File: src/rtl/fifo_trig_pkg.sv
package fifo_trig_pkg;

  // control word field positions
  localparam int CW_MODE_BIT  = 0;
  localparam int CW_RXCLR_BIT = 1;
  localparam int CW_TXCLR_BIT = 2;
  localparam int CW_TXTRG_LSB = 4;
  localparam int CW_RXTRG_LSB = 6;

  typedef struct packed {
    logic       qmode;
    logic [1:0] rx_code;
    logic [1:0] tx_code;
  } trig_cfg_t;

  // threshold from a 2-bit code, scaled by queue depth
  function automatic int unsigned trig_level(input logic [1:0] code, input int unsigned depth);
    case (code)
      2'd0:    return depth / 4;
      2'd1:    return depth / 2;
      2'd2:    return (3 * depth) / 4;
      default: return depth - depth / 8;
    endcase
  endfunction

endpackage

File: src/rtl/trig_cfg_reg.sv
module trig_cfg_reg
  import fifo_trig_pkg::*;
(
  input  logic            clk,
  input  logic            rst,
  input  logic            wr,
  input  logic [7:0]      data,
  output trig_cfg_t       cfg,
  output logic            rx_flush,
  output logic            tx_flush
);

  logic mode_change;

  assign mode_change = data[CW_MODE_BIT] != cfg.qmode;
  assign rx_flush    = wr & (data[CW_RXCLR_BIT] | mode_change);
  assign tx_flush    = wr & (data[CW_TXCLR_BIT] | mode_change);

  always_ff @(posedge clk) begin
    if (rst) begin
      cfg.qmode   <= 1'b0;
      cfg.rx_code <= 2'd0;
      cfg.tx_code <= 2'd1;
    end else if (wr) begin
      cfg.qmode   <= data[CW_MODE_BIT];
      cfg.rx_code <= data[CW_RXTRG_LSB +: 2];
      cfg.tx_code <= data[CW_TXTRG_LSB +: 2];
    end
  end

endmodule

File: src/rtl/trig_level_sel.sv
module trig_level_sel
  import fifo_trig_pkg::*;
#(
  parameter int DEPTH = 32,
  localparam int CW = $clog2(DEPTH + 1)
) (
  input  trig_cfg_t       cfg,
  input  logic            enh,
  output logic [CW-1:0]   tx_level,
  output logic [CW-1:0]   rx_level
);

  localparam int unsigned TX_FIXED = DEPTH / 2;

  always_comb begin
    rx_level = CW'(trig_level(cfg.rx_code, DEPTH));
    if (enh) tx_level = CW'(trig_level(cfg.tx_code, DEPTH));
    else     tx_level = CW'(TX_FIXED);
  end

endmodule

File: src/rtl/trig_fifo.sv
module trig_fifo #(
  parameter int DEPTH = 32,
  parameter int DW    = 8,
  parameter bit IS_TX = 1'b1,
  localparam int CW = $clog2(DEPTH + 1),
  localparam int AW = (DEPTH > 1) ? $clog2(DEPTH) : 1
) (
  input  logic            clk,
  input  logic            rst,
  input  logic            flush,
  input  logic            holding,
  input  logic [CW-1:0]   level,
  input  logic            push,
  input  logic [DW-1:0]   din,
  input  logic            pop,
  output logic [DW-1:0]   dout,
  output logic [CW-1:0]   count,
  output logic            req,
  output logic            ovr
);

  logic [DW-1:0] mem [DEPTH];
  logic [AW-1:0] wr_ptr, rd_ptr;
  logic [CW-1:0] cap, cnt_nxt;
  logic          full, empty, do_push, do_pop, req_nxt;

  assign cap     = holding ? CW'(1) : CW'(DEPTH);
  assign full    = count == cap;
  assign empty   = count == '0;
  assign do_push = push & ~full & ~flush;
  assign do_pop  = pop & ~empty & ~flush;

  always_comb begin
    if (flush) cnt_nxt = '0;
    else       cnt_nxt = count + CW'(do_push) - CW'(do_pop);
  end

  generate
    if (IS_TX) begin : g_tx_cmp
      assign req_nxt = holding ? (cnt_nxt == '0) : (cnt_nxt <= level);
    end else begin : g_rx_cmp
      assign req_nxt = holding ? (cnt_nxt != '0) : (cnt_nxt >= level);
    end
  endgenerate

  function automatic logic [AW-1:0] bump(input logic [AW-1:0] p);
    return (p == AW'(DEPTH - 1)) ? '0 : p + AW'(1);
  endfunction

  // storage without reset so it maps onto block RAM
  always_ff @(posedge clk) begin
    if (do_push) mem[wr_ptr] <= din;
  end

  always_ff @(posedge clk) begin
    if (rst)         dout <= '0;
    else if (do_pop) dout <= mem[rd_ptr];
  end

  always_ff @(posedge clk) begin
    if (rst || flush) begin
      wr_ptr <= '0;
      rd_ptr <= '0;
    end else begin
      if (do_push) wr_ptr <= bump(wr_ptr);
      if (do_pop)  rd_ptr <= bump(rd_ptr);
    end
  end

  always_ff @(posedge clk) begin
    if (rst) begin
      count <= '0;
      req   <= IS_TX;
      ovr   <= 1'b0;
    end else begin
      count <= cnt_nxt;
      req   <= req_nxt;
      if (flush)             ovr <= 1'b0;
      else if (push && full) ovr <= 1'b1;
    end
  end

  a_r2_count_bound: assert property (@(posedge clk) disable iff (rst)
    count <= CW'(DEPTH));

  a_r7_holding_bound: assert property (@(posedge clk) disable iff (rst)
    holding |-> count <= CW'(1));

  a_r9_full_push_dropped: assert property (@(posedge clk) disable iff (rst)
    (!flush && push && !pop && full) |=> (count == $past(count)) && ovr);

  a_r9_ovr_sticky: assert property (@(posedge clk) disable iff (rst)
    (ovr && !flush) |=> ovr);

  a_r10_empty_pop_holds: assert property (@(posedge clk) disable iff (rst)
    (!flush && pop && !push && empty) |=> $stable(dout) && (count == '0));

  a_r8_flush_empties: assert property (@(posedge clk) disable iff (rst)
    flush |=> (count == '0) && !ovr);

endmodule

File: src/rtl/fifo_trig_ctrl.sv
module fifo_trig_ctrl
  import fifo_trig_pkg::*;
#(
  parameter int DEPTH = 32,
  parameter int DW    = 8
) (
  input  logic                         clk,
  input  logic                         rst,
  input  logic                         fcr_wr,
  input  logic [7:0]                   fcr_data,
  input  logic                         enh_tx_trig,
  input  logic                         tx_push,
  input  logic [DW-1:0]                tx_din,
  input  logic                         tx_pop,
  output logic [DW-1:0]                tx_dout,
  output logic [$clog2(DEPTH+1)-1:0]   tx_count,
  output logic                         tx_req,
  output logic                         tx_ovr,
  input  logic                         rx_push,
  input  logic [DW-1:0]                rx_din,
  input  logic                         rx_pop,
  output logic [DW-1:0]                rx_dout,
  output logic [$clog2(DEPTH+1)-1:0]   rx_count,
  output logic                         rx_req,
  output logic                         rx_ovr
);

  localparam int CW = $clog2(DEPTH + 1);

  trig_cfg_t     cfg;
  logic          rx_flush, tx_flush;
  logic [CW-1:0] tx_level, rx_level;

  trig_cfg_reg u_cfg (
    .clk      (clk),
    .rst      (rst),
    .wr       (fcr_wr),
    .data     (fcr_data),
    .cfg      (cfg),
    .rx_flush (rx_flush),
    .tx_flush (tx_flush)
  );

  trig_level_sel #(.DEPTH(DEPTH)) u_lvl (
    .cfg      (cfg),
    .enh      (enh_tx_trig),
    .tx_level (tx_level),
    .rx_level (rx_level)
  );

  trig_fifo #(.DEPTH(DEPTH), .DW(DW), .IS_TX(1'b1)) u_txq (
    .clk     (clk),
    .rst     (rst),
    .flush   (tx_flush),
    .holding (~cfg.qmode),
    .level   (tx_level),
    .push    (tx_push),
    .din     (tx_din),
    .pop     (tx_pop),
    .dout    (tx_dout),
    .count   (tx_count),
    .req     (tx_req),
    .ovr     (tx_ovr)
  );

  trig_fifo #(.DEPTH(DEPTH), .DW(DW), .IS_TX(1'b0)) u_rxq (
    .clk     (clk),
    .rst     (rst),
    .flush   (rx_flush),
    .holding (~cfg.qmode),
    .level   (rx_level),
    .push    (rx_push),
    .din     (rx_din),
    .pop     (rx_pop),
    .dout    (rx_dout),
    .count   (rx_count),
    .req     (rx_req),
    .ovr     (rx_ovr)
  );

endmodule

File: config.mk
export PLATFORM = sky130hd
export DESIGN_NAME = fifo_trig_ctrl
export DESIGN_NICKNAME = d
export VERILOG_FILES = /design/src/rtl/fifo_trig_pkg.sv /design/src/rtl/trig_cfg_reg.sv /design/src/rtl/trig_level_sel.sv /design/src/rtl/trig_fifo.sv /design/src/rtl/fifo_trig_ctrl.sv
export SDC_FILE = /design/constraint.sdc
export NUM_CORES = 1
export LEC_CHECK = 0
export BUFFER_PORTS_ARGS = -buffer_cell sky130_fd_sc_hd__buf_2
export CAP_MARGIN = 20
export CORE_ASPECT_RATIO = 1.4
export CORE_MARGIN = 8
export CORE_UTILIZATION = 40
export DETAILED_ROUTE_END_ITERATION = 8
export PLACE_DENSITY_LB_ADDON = 0.05
export SKIP_LAST_GASP = 1
export SYNTH_ARGS = -nofsm -noshare
export SYNTH_HDL_FRONTEND = slang
export SYNTH_SLANG_ARGS = --single-unit
File: constraint.sdc
create_clock -name clk -period 4.8 [get_ports clk]
set_clock_uncertainty 0.1 [all_clocks]
set_input_delay 0.72 -clock clk [delete_from_list [all_inputs] [get_ports clk]]
set_output_delay 0.72 -clock clk [all_outputs]
set_load 0.005 [all_outputs]
; Yosys cells after proc, flatten, opt, wreduce, memory -nomap -nowiden
; Memory sizes are Yosys's and may differ from the RTL's. A register that Yosys moved wholly into a read port is not among the register bits.
; Cells that the tools add are included.
[word_totals]
reg_bits = 41
in_bits = 32
wordCells = 82
n_memories = 2
out_inout_bits = 32
mem_bits_rw = 512
[mem_list]
columns = name, depth, word_bits, rd, rd_ports_with_merged_regs, write_ports, line
row1 = u_rxq.mem, 32, 8, 1, 1, 1, trig_fifo.sv:22  ; logic [DW-1:0] mem [DEPTH];
row2 = u_txq.mem, 32, 8, 1, 1, 1, trig_fifo.sv:22
[op_classes]
addsub = 8
bitwise = 18
reduce_logical = 12
muxes = 16
order_cmp = 2
eq_ne = 11
[ops]
columns = operator, count
row1 = $pmux 5 s3, 2
row2 = $mux 5, 5
row3 = $add 5x1->5 const B, 4
row4 = $eq 5x5->1 const B, 4
row5 = $logic_not 6->1, 3
row6 = $mux 6, 3
row7 = $add 6x1->6, 2
row8 = $eq 6x6->1, 2
row9 = $sub 6x1->6, 2
row10 = $and 1x1->1, 10
row11 = $ge 6x5->1, 1
row12 = $le 6x5->1, 1
row13 = $mux 1, 6
row14 = $not 1->1, 6
row15 = $reduce_bool 6->1, 1
row16 = $eq 2x1->1 const B, 2
row17 = $eq 2x2->1 const B, 2
row18 = $logic_not 2->1, 2
row19 = $reduce_or 2->1, 2
row20 = $logic_and 1x1->1, 2
row21 = $logic_or 1x1->1, 2
row22 = $or 1x1->1, 2
row23 = $ne 1x1->1, 1

; Longest topological paths before layout
; Gate-level depths: netlist of the first run.
[depth]
word_depth = 10
depth_mapped = 22
depth_no_buf = 21

; By module
; From an unflattened synthesis of the first run, not the netlist that was laid out.
[unflattened]
cells_unflattened = 1323
area_unflattened_um2 = 23368.7
[modules_own_cells]
columns = module, cells_each, area_per_inst_um2, instances
row1 = trig_fifo (u_txq), 667, 11611.1, 1
row2 = trig_fifo (u_rxq), 621, 11452.2, 1
row3 = trig_cfg_reg, 19, 207.7, 1
row4 = trig_level_sel, 15, 93.8, 1
row5 = fifo_trig_ctrl, 1, 3.8, 1

; Worst setup path before layout of the first run
; No wires, ideal clock.
[synth_timing]
kind = in2reg
from = input fcr_data[0]
to = register u_txq.req
slack_ps = 614
arrival_ps = 3960
n_path_buf = 1
setup_ps = 127
stages = 18
path_cell_list = xor2_1 > o21ai_2 > nand2b_1 > clkinv_1 > clkbuf_1 > ha_1 > inv_1 > ha_1 > fa_1 > a21oi_1 > o21bai_1 > xnor2_1 > nor2_1 > ha_1 > nand3_1 > a22oi_1 > a311oi_1 > a2bb2oi_1
[synth_between]
word_cells_on_any_way = 12
[synth_rtl]
columns = item, line
row1 = start: declaration, fifo_trig_ctrl.sv:10  ; input logic [7:0] fcr_data,
row2 = $ne 1x1->1 *, trig_cfg_reg.sv:15  ; assign mode_change = data[CW_MODE_BIT] != cfg.qmode;
row3 = $or 1x1->1 *, trig_cfg_reg.sv:17  ; assign tx_flush = wr & (data[CW_TXCLR_BIT] | mode_change);
row4 = $and 1x1->1 *, trig_cfg_reg.sv:17
row5 = $not 1->1 *, trig_fifo.sv:31  ; assign do_pop = pop & ~empty & ~flush;
row6 = $and 1x1->1 *, trig_fifo.sv:31
row7 = named net u_txq.do_pop, trig_fifo.sv:25  ; logic full, empty, do_push, do_pop, req_nxt;
row8 = $sub 6x1->6 *, trig_fifo.sv:35  ; else cnt_nxt = count + CW'(do_push) - CW'(do_pop);
row9 = $mux 6 *, trig_fifo.sv:34  ; if (flush) cnt_nxt = '0;
row10 = named net u_txq.cnt_nxt[4], trig_fifo.sv:24  ; logic [CW-1:0] cap, cnt_nxt;
row11 = $le 6x5->1 / $logic_not 6->1 (equally long branches), trig_fifo.sv:40  ; assign req_nxt = holding ? (cnt_nxt == '0) : (cnt_nxt <= level);
row12 = $mux 1 *, trig_fifo.sv:40
row13 = end signal: assignment, trig_fifo.sv:77  ; req <= req_nxt;
row14 = end: declaration, trig_fifo.sv:18  ; output logic req,
; The timed path passes the listed nets; every way through them passes the cells marked *.
; A chain may end at the register's enable or synchronous reset.

; Final worst setup path of the first run
[layout_timing]
from = register u_txq.count[2]
to = register u_txq.req
[layout_between]
elab_chain_cells = 9
word_cells_on_any_way = 14
[layout_rtl]
columns = item, line
row1 = start: declaration, trig_fifo.sv:17  ; output logic [CW-1:0] count,
row2 = start signal: assignment, trig_fifo.sv:76  ; count <= cnt_nxt;
row3 = $eq 6x6->1, trig_fifo.sv:28  ; assign full = count == cap;
row4 = $not 1->1, trig_fifo.sv:30  ; assign do_push = push & ~full & ~flush;
row5 = $and 1x1->1 (2 in series), trig_fifo.sv:30
row6 = $add 6x1->6, trig_fifo.sv:35
row7 = $sub 6x1->6 *, trig_fifo.sv:35
row8 = $mux 6 *, trig_fifo.sv:34
row9 = named net u_txq.cnt_nxt[4], trig_fifo.sv:24
row10 = $le 6x5->1 / $logic_not 6->1 (equally long branches), trig_fifo.sv:40
row11 = $mux 1 *, trig_fifo.sv:40
; Marked as above.

==> summary.md, run 1 <==
| Metric | Value |
|---|---|
| Status | `finished, final reports clean` |
| Horiz. Die Dim | `218.1 microns` |
| CP endpoint kind | `register` |
| Leading area contributor after synthesis | `edfxtp_1` |
| Slew Limit Fails | `0` |
| Number of CTS-inserted buffers | `56` |
| Share of the synthesized area in the top cell type | `67.20%` |
| Wirelength per Cell | `25.76 microns` |
| Number of global-route vias before repair | `12290` |
| Met1 global-route usage | `19.03%` |
| Synth Area in Simple Gates | `5.113%` |
| Initial Utilization | `40.54%` |
| Design Area, Final | `25810 sq um` |
| Final #Nets | `1412` |
| Core area | `56450 sq um` |
| GP Congestion | `0.7578` |
| Synthesized Nets | `1329` |
| Sequential fraction of the synthesis area | `72.18%` |
| Post-synthesis adder-cell area fraction | `2.144%` |
| Worst-path clk slew | `0.06 ns` |
| Drt drc | `0` |
| RSZ-0062 raised after global routing | `false` |
| Initial antenna violation count | `0` |
| Antenna fix cells | `0` |
| Placed inst area | `24010 sq um` |
| CP arrival | `4.35 ns` |
| Via count | `11570` |
| Pwr per Cell Area | `444.3 nW/um^2` |
| Share of cells above drive strength 1 | `21.20%` |
| Hold WC Path Type | `input pin to register` |
| Setup TNS | `0 ns` |
| Reg2Reg Depth | `19` |
| M2 GR Usage | `31.99%` |
| Ys Warns | `0` |
| CTS Sinks | `569` |
| Total GRT Usage | `16.88%` |
| Setup ws final | `0.8190 ns` |
| Setup Buffers After CTS | `0` |
| Cell Rows | `103` |
| EDFF count, synth | `512` |
| Final setup violation count | `0` |
| Leakage | `8.265 nW` |
| Multi-input logic area | `5929 sq um` |
| Die ar. | `65220 sq um` |
| Slew @ Worst Pin | `0.9998 ns` |
| GRT overflow | `0` |
| Max_cap viols | `0` |
| Resize count post-CTS | `0` |
| Fmax achieved | `251.2 MHz` |
| Ports | `64` |
| First DRT Iteration DRCs | `658` |
| Total wire length | `54660 microns` |
| Die height | `299.0 microns` |
| Detail Placement HPWL | `35360 microns` |
| Fill cell count | `4899` |
| Mean post-synth cell area | `18.17 sq um` |
| Post-route ant nets | `0` |
| Startpoint Class | `register` |
| Seq cells post-synth | `569` |
| Post-synthesis cell type count | `59` |
| Crit path max fanout | `8` |
| Worst slack after detailed placement | `0.5220 ns` |
| Longest Clk Path Bufs | `3` |
| Worst relative slew slack | `33.10%` |
| DR vias/cell | `5.451` |
| R2r setup slk | `0.82 ns` |
| Port Buffer Count | `62` |
| Synth top area cells | `edfxtp_1 (67%), mux4_2 (11%), dfxtp_1 (5.0%)` |
| Layout overhead on the synthesized area | `12.80%` |
| Most frequent cell after synthesis | `edfxtp_1` |
| Htree depth | `2` |
| Crit Path Class | `register to register` |
| Seq. cell area | `16530 sq um` |
| Tot Pwr | `11.47 mW` |
| Skew-Pair Late Insertion Delay | `0.59 ns` |
| Final min period | `3.981 ns` |
| Root Driver | `clkbuf_16` |
| Top cells by count, synth | `edfxtp_1 (512), mux4_2 (110), nor2_1 (108), dfxtp_1 (57), mux2i_1 (45)` |
| Period Utilization, post-route | `82.94%` |
| Global-route wire length before repair | `81680 microns` |
| Post-Synth XOR/XNOR Area | `0.4976%` |
| Max VDD drop | `0.3596 mV` |
| CTS tree | `yes` |
| Mapped Area | `22880 sq um` |
| Asr flop ratio synth | `0%` |
| WHS Path Cells | `3` |
| Mapped Cells | `1259` |
| Compound-Gate Fraction of Synth Area | `5.020%` |
| Data required, critical path | `5.17 ns` |
| Hold_buf cts | `0` |
| Largest net degree at the start of global routing | `39` |
| Met3 track demand over resource | `2.679%` |
| Multiplexer share of the synthesized area | `13.14%` |
| Synth Flop Type | `edfxtp_1` |
| Largest family of logic cells by synthesized area | `multiplexers` |
| GR peak layer | `met2` |
| Final number of hold-violating endpoints | `0` |
| DR pass1 iterations | `5` |
-- final timing paths --
| kind | from | endpoint |
|---|---|---|
| max | u_txq.count[2]$_SDFF_PP0_ | u_txq.req$_SDFF_PP1_ |
| min | fcr_data[5] | u_cfg.cfg[1]$_SDFFE_PP0P_ |
| max reg2reg | u_txq.count[2]$_SDFF_PP0_ | u_txq.req$_SDFF_PP1_ |
| min reg2reg | u_rxq.dout[0]$_SDFFE_PP0P_ | u_rxq.dout[0]$_SDFFE_PP0P_ |
-- final cells by class --
type | instances | area share, %
clock buffer | 67 | 5.672
clock inverter | 36 | 1.256
inverter | 35 | 0.5090
multi-input combinational | 594 | 22.97
sequential | 569 | 64.04
tap | 735 | 3.563
timing repair buffer | 86 | 1.988
-- power by group --
part | leakage (nW) | switching, mW | internal, mW
clock network | 0.862 | 1.85 | 2.49
logic | 2.33 | 0.807 | 0.672
registers | 5.08 | 0.135 | 5.51
-- metrics by stage --
stage | hold WS (ns) | cells | utilization, %
2_1_floorplan | 0.3604 | 1259 | -
3_3_place_gp | 0.3604 | 2017 | 42.53
3_5_place_dp | 0.3543 | 2017 | 42.53
4_1_cts | 0.2212 | 2120 | 45.70
5_1_grt | 0.2592 | 2122 | 45.72
6_report | 0.2631 | 2122 | 45.72
-- metal layers --
layer,share of wire (%),up-vias
li1,-,5248
met1,38,6017
met2,56,209
met3,3.4,92
met4,2.8,0
met5,0,-
-- critical path, stage by stage (launching register included) --
cell	delay, ns
dfxtp_1	0.33
inv_1	0.08
ha_1	0.15
nand2b_1	0.09
o21ai_0	0.31
nand2b_1	0.32
clkinv_1	0.14
ha_1	0.29
inv_1	0.03
ha_1	0.20
fa_1	0.43
a21oi_1	0.15
o21bai_1	0.09
xnor2_1	0.24
nor2_1	0.09
ha_1	0.31
nand3_1	0.07
a22oi_1	0.09
a311oi_1	0.26
a2bb2oi_1	0.09
-- logic make-up (layout without fill, tap and decap cells) --
family,after synthesis,in the layout
AND/OR/NAND/NOR,235,235
multiplexers,158,158
XOR/XNOR,13,13
AO/OA/AOI/OAI,150,150
adder cells (fa/ha/maj),38,38
buffers and inverters,96,224
flip-flops,569,569
-- cell usage in the layout, fill, tap and decap left out, types with 5 or more instances in the layout --
| cell type | count |
|---|---|
| edfxtp_1 | 512 |
| mux4_2 | 110 |
| nor2_1 | 108 |
| buf_2 | 63 |
| clkbuf_16 | 57 |
| dfxtp_1 | 52 |
| mux2i_1 | 45 |
| ha_1 | 36 |
| inv_1 | 33 |
| a221oi_1 | 33 |
| nand2_1 | 26 |
| a21oi_1 | 23 |
| buf_4 | 20 |
| clkinv_1 | 17 |
| a22o_1 | 16 |
| a211oi_1 | 13 |
| o21ai_0 | 12 |
| nand3_1 | 11 |
| and3_1 | 11 |
| nand2b_1 | 10 |
| a211o_1 | 10 |
| clkinv_2 | 10 |
| clkbuf_1 | 10 |
| nand3b_1 | 9 |
| nor3_1 | 9 |
| nor2b_1 | 9 |
| nor3b_1 | 9 |
| a311oi_1 | 9 |
| xor2_1 | 8 |
| and2_1 | 7 |
| or3b_2 | 6 |
| a22oi_1 | 6 |
| bufinv_16 | 6 |
| xnor2_1 | 5 |
| clkinvlp_4 | 5 |
-- flip-flops by register name (all words and copies together) (netlist names), 6 cells and up --
signal and flops:
u_txq.dout 8, u_txq.mem 256, u_rxq.mem 256, u_rxq.count 6
u_rxq.dout 8, u_txq.count 6
Power figures use the tool's default switching activity.
==> run 2, diff against run 1 <==
==> constraint.sdc (replaced) <==
create_clock -name clk -period 4 [get_ports clk]
set_clock_uncertainty 0.1 [all_clocks]
set_input_delay 0.6 -clock clk [delete_from_list [all_inputs] [get_ports clk]]
set_output_delay 0.6 -clock clk [all_outputs]
set_load 0.005 [all_outputs]
==> run 2 against run 1 <==
- sequential power rose by 20%
- core utilization increased by 1.4 points
- cell area rose by 3.2%
- flip-flop and latch count stayed put
- non-clock buffer count rose by 83
- power rose by 25%
- cell count up 3.9%
- first-iteration DRC count is 4.9% higher
==> summary.md, run 2 (synthesized netlist as in run 1, its figures left out) <==
| Metric | Value |
|---|---|
| Hold_buf cts | `0` |
| Worst-path clk slew | `0.06 ns` |
| DR vias/cell | `5.348` |
| Root Driver | `clkbuf_16` |
| Min-delay src | `fcr_data[4]` |
| Horiz. Die Dim | `218.1 microns` |
| Largest delay share family, worst path | `adder cells` |
| Crit Path Class | `register to register` |
| R2r startpoint | `u_rxq.count[2]$_SDFF_PP0_` |
| CP endpoint kind | `register` |
| Commonest non-fill, non-tap cell in the layout | `edfxtp_1` |
| Htree depth | `2` |
| Port Buffer Count | `62` |
| Total GRT Usage | `16.83%` |
| Hold WC Path Type | `input pin to register` |
| Ports | `64` |
| Met3 track demand over resource | `2.781%` |
| GP Congestion | `0.7702` |
| First DRT Iteration DRCs | `690` |
| RSZ-0062 raised after global routing | `false` |
| Detail Placement HPWL | `36590 microns` |
| Fill cell count | `4841` |
| Hold EP | `u_cfg.cfg[0]$_SDFFE_PP1P_` |
| Period Utilization, post-route | `91.76%` |
| Pwr per Cell Area | `538.0 nW/um^2` |
| CP arrival | `4.03 ns` |
| Initial Utilization | `40.54%` |
| Antenna fix cells | `0` |
| Startpoint Class | `register` |
| Share of cells above drive strength 1 | `26.46%` |
| Buf/Inv on CP | `4` |
| Longest Clk Path Bufs | `3` |
| Number of CTS-inserted buffers | `55` |
| Crit path max fanout | `3` |
| Max_cap viols | `0` |
| Final setup violation count | `0` |
| Cell Rows | `103` |
| Post-route ant nets | `0` |
| Slew @ Worst Pin | `0.9065 ns` |
| CTS tree | `yes` |
| Slew Limit Fails | `0` |
| Status | `finished, final reports clean` |
| Initial antenna violation count | `0` |
| Drt drc | `0` |
| Largest registers | `u_rxq.mem x256, u_txq.mem x256` |
| Final min period | `3.670 ns` |
| Die ar. | `65220 sq um` |
| Cells along the critical path | `inv_1, ha_1, nand2b_1, o31a_1, nand2_1, inv_1, ha_1, inv_1, ha_1, inv_1, fa_1, nand2b_1, a21oi_2, nor3_1, or2_2, nor2_1, ha_1, a21o_1, o211ai_1, o311ai_0` |
| Leakage | `8.806 nW` |
| R2r setup slk | `0.33 ns` |
| Most frequent cells in the layout | `edfxtp_1 (512), mux4_2 (110), nor2_1 (108), buf_4 (102), buf_2 (63)` |
| Reg2Reg Depth | `20` |
| GRT overflow | `0` |
| Global-route wire length before repair | `81870 microns` |
| Number of global-route vias before repair | `12750` |
| Final number of hold-violating endpoints | `0` |
| Fmax achieved | `272.5 MHz` |
| Largest net degree at the start of global routing | `40` |
| Wirelength per Cell | `24.71 microns` |
| Core area | `56450 sq um` |
| Final #Nets | `1494` |
| Skew-Pair Late Insertion Delay | `0.60 ns` |
| Worst relative slew slack | `39.34%` |
| CTS Sinks | `569` |
| Die height | `299.0 microns` |
| Total wire length | `54490 microns` |
| Via count | `11790` |
| Final Hold Slack | `0.1418 ns` |
| GR peak layer | `met2` |
| Slowest Stage Delay on Critical Path | `0.40 ns` |
| Met1 global-route usage | `18.74%` |
| Crit-path slowest cell | `fa_1` |
| Setup TNS | `0 ns` |
| M2 GR Usage | `31.94%` |
| DR pass1 iterations | `5` |
| Worst r2r dst | `u_rxq.req$_SDFF_PP0_` |
| Max VDD drop | `0.3453 mV` |
| WHS Path Cells | `3` |
| Data required, critical path | `4.36 ns` |
| Setup Buffers After CTS | `0` |
| Layout overhead on the synthesized area | `16.36%` |
## run 2: metal layers
| layer | share of wire, % | wire, microns |
|---|---|---|
| met1 | 38 | 20810 |
| met5 | 0 | 0 |
| met2 | 55 | 30010 |
| met3 | 3.7 | 2018 |
| met4 | 3.0 | 1649 |
## run 2: worst max path at each step
stage | startpoint | to | slack (ns) | cells past startpoint
after global routing | u_rxq.count[2]$_SDFF_PP0_ | u_rxq.req$_SDFF_PP0_ | 0.02 | 20
after CTS | u_txq.count[2]$_SDFF_PP0_ | u_txq.req$_SDFF_PP1_ | 0.25 | 19
final | u_rxq.count[2]$_SDFF_PP0_ | u_rxq.req$_SDFF_PP0_ | 0.33 | 20
after detailed placement | fcr_data[0] | u_rxq.req$_SDFF_PP0_ | 0.10 | 18
after floorplan | fcr_data[0] | u_txq.req$_SDFF_PP1_ | 0.01 | 18
after global placement | fcr_data[0] | u_rxq.req$_SDFF_PP0_ | 0.1 | 19
## run 2: worst min-delay path: stages
cell and delay [ns]:
buf_2 0.08, nand2_1 0.05, o211ai_1 0.08
## run 2: through the flow
stage	area [sq um]	std cells	util [%]	setup WS [ns]	power, mW
6_report	26620	2205	47.17	0.3298	14.32
5_1_grt	26620	2205	47.17	0.01791	14.91
4_1_cts	26610	2204	47.14	0.2472	14.51
3_5_place_dp	24650	2101	43.67	0.1035	8.859
3_3_place_gp	24640	2100	43.66	0.09692	8.844
2_1_floorplan	22880	1259	-	0.01133	8.130
## run 2: where the power goes
part,internal (mW),total [mW],switching (mW)
Combinational,0.930,1.95,1.02
Sequential,6.61,6.76,0.146
Clock,3.38,5.61,2.23
Total,10.9,14.3,3.40
## run 2: layout make-up
| class | count | area, sq um | area share [%] |
|---|---|---|---|
| multi-input cells | 594 | 5937 | 22.30 |
| clock inverters | 34 | 447.9 | 1.682 |
| repair buffers | 169 | 1149 | 4.314 |
| flip-flops and latches | 569 | 16530 | 62.08 |
| clock buffers | 69 | 1511 | 5.677 |
| well taps | 735 | 919.6 | 3.454 |
| inverters | 35 | 132.6 | 0.4981 |
## run 2: repair_timing
action                     CTS  global route
setup endpoints to repair    0             2
hold endpoints to repair     0             0
gates resized for setup      0             3
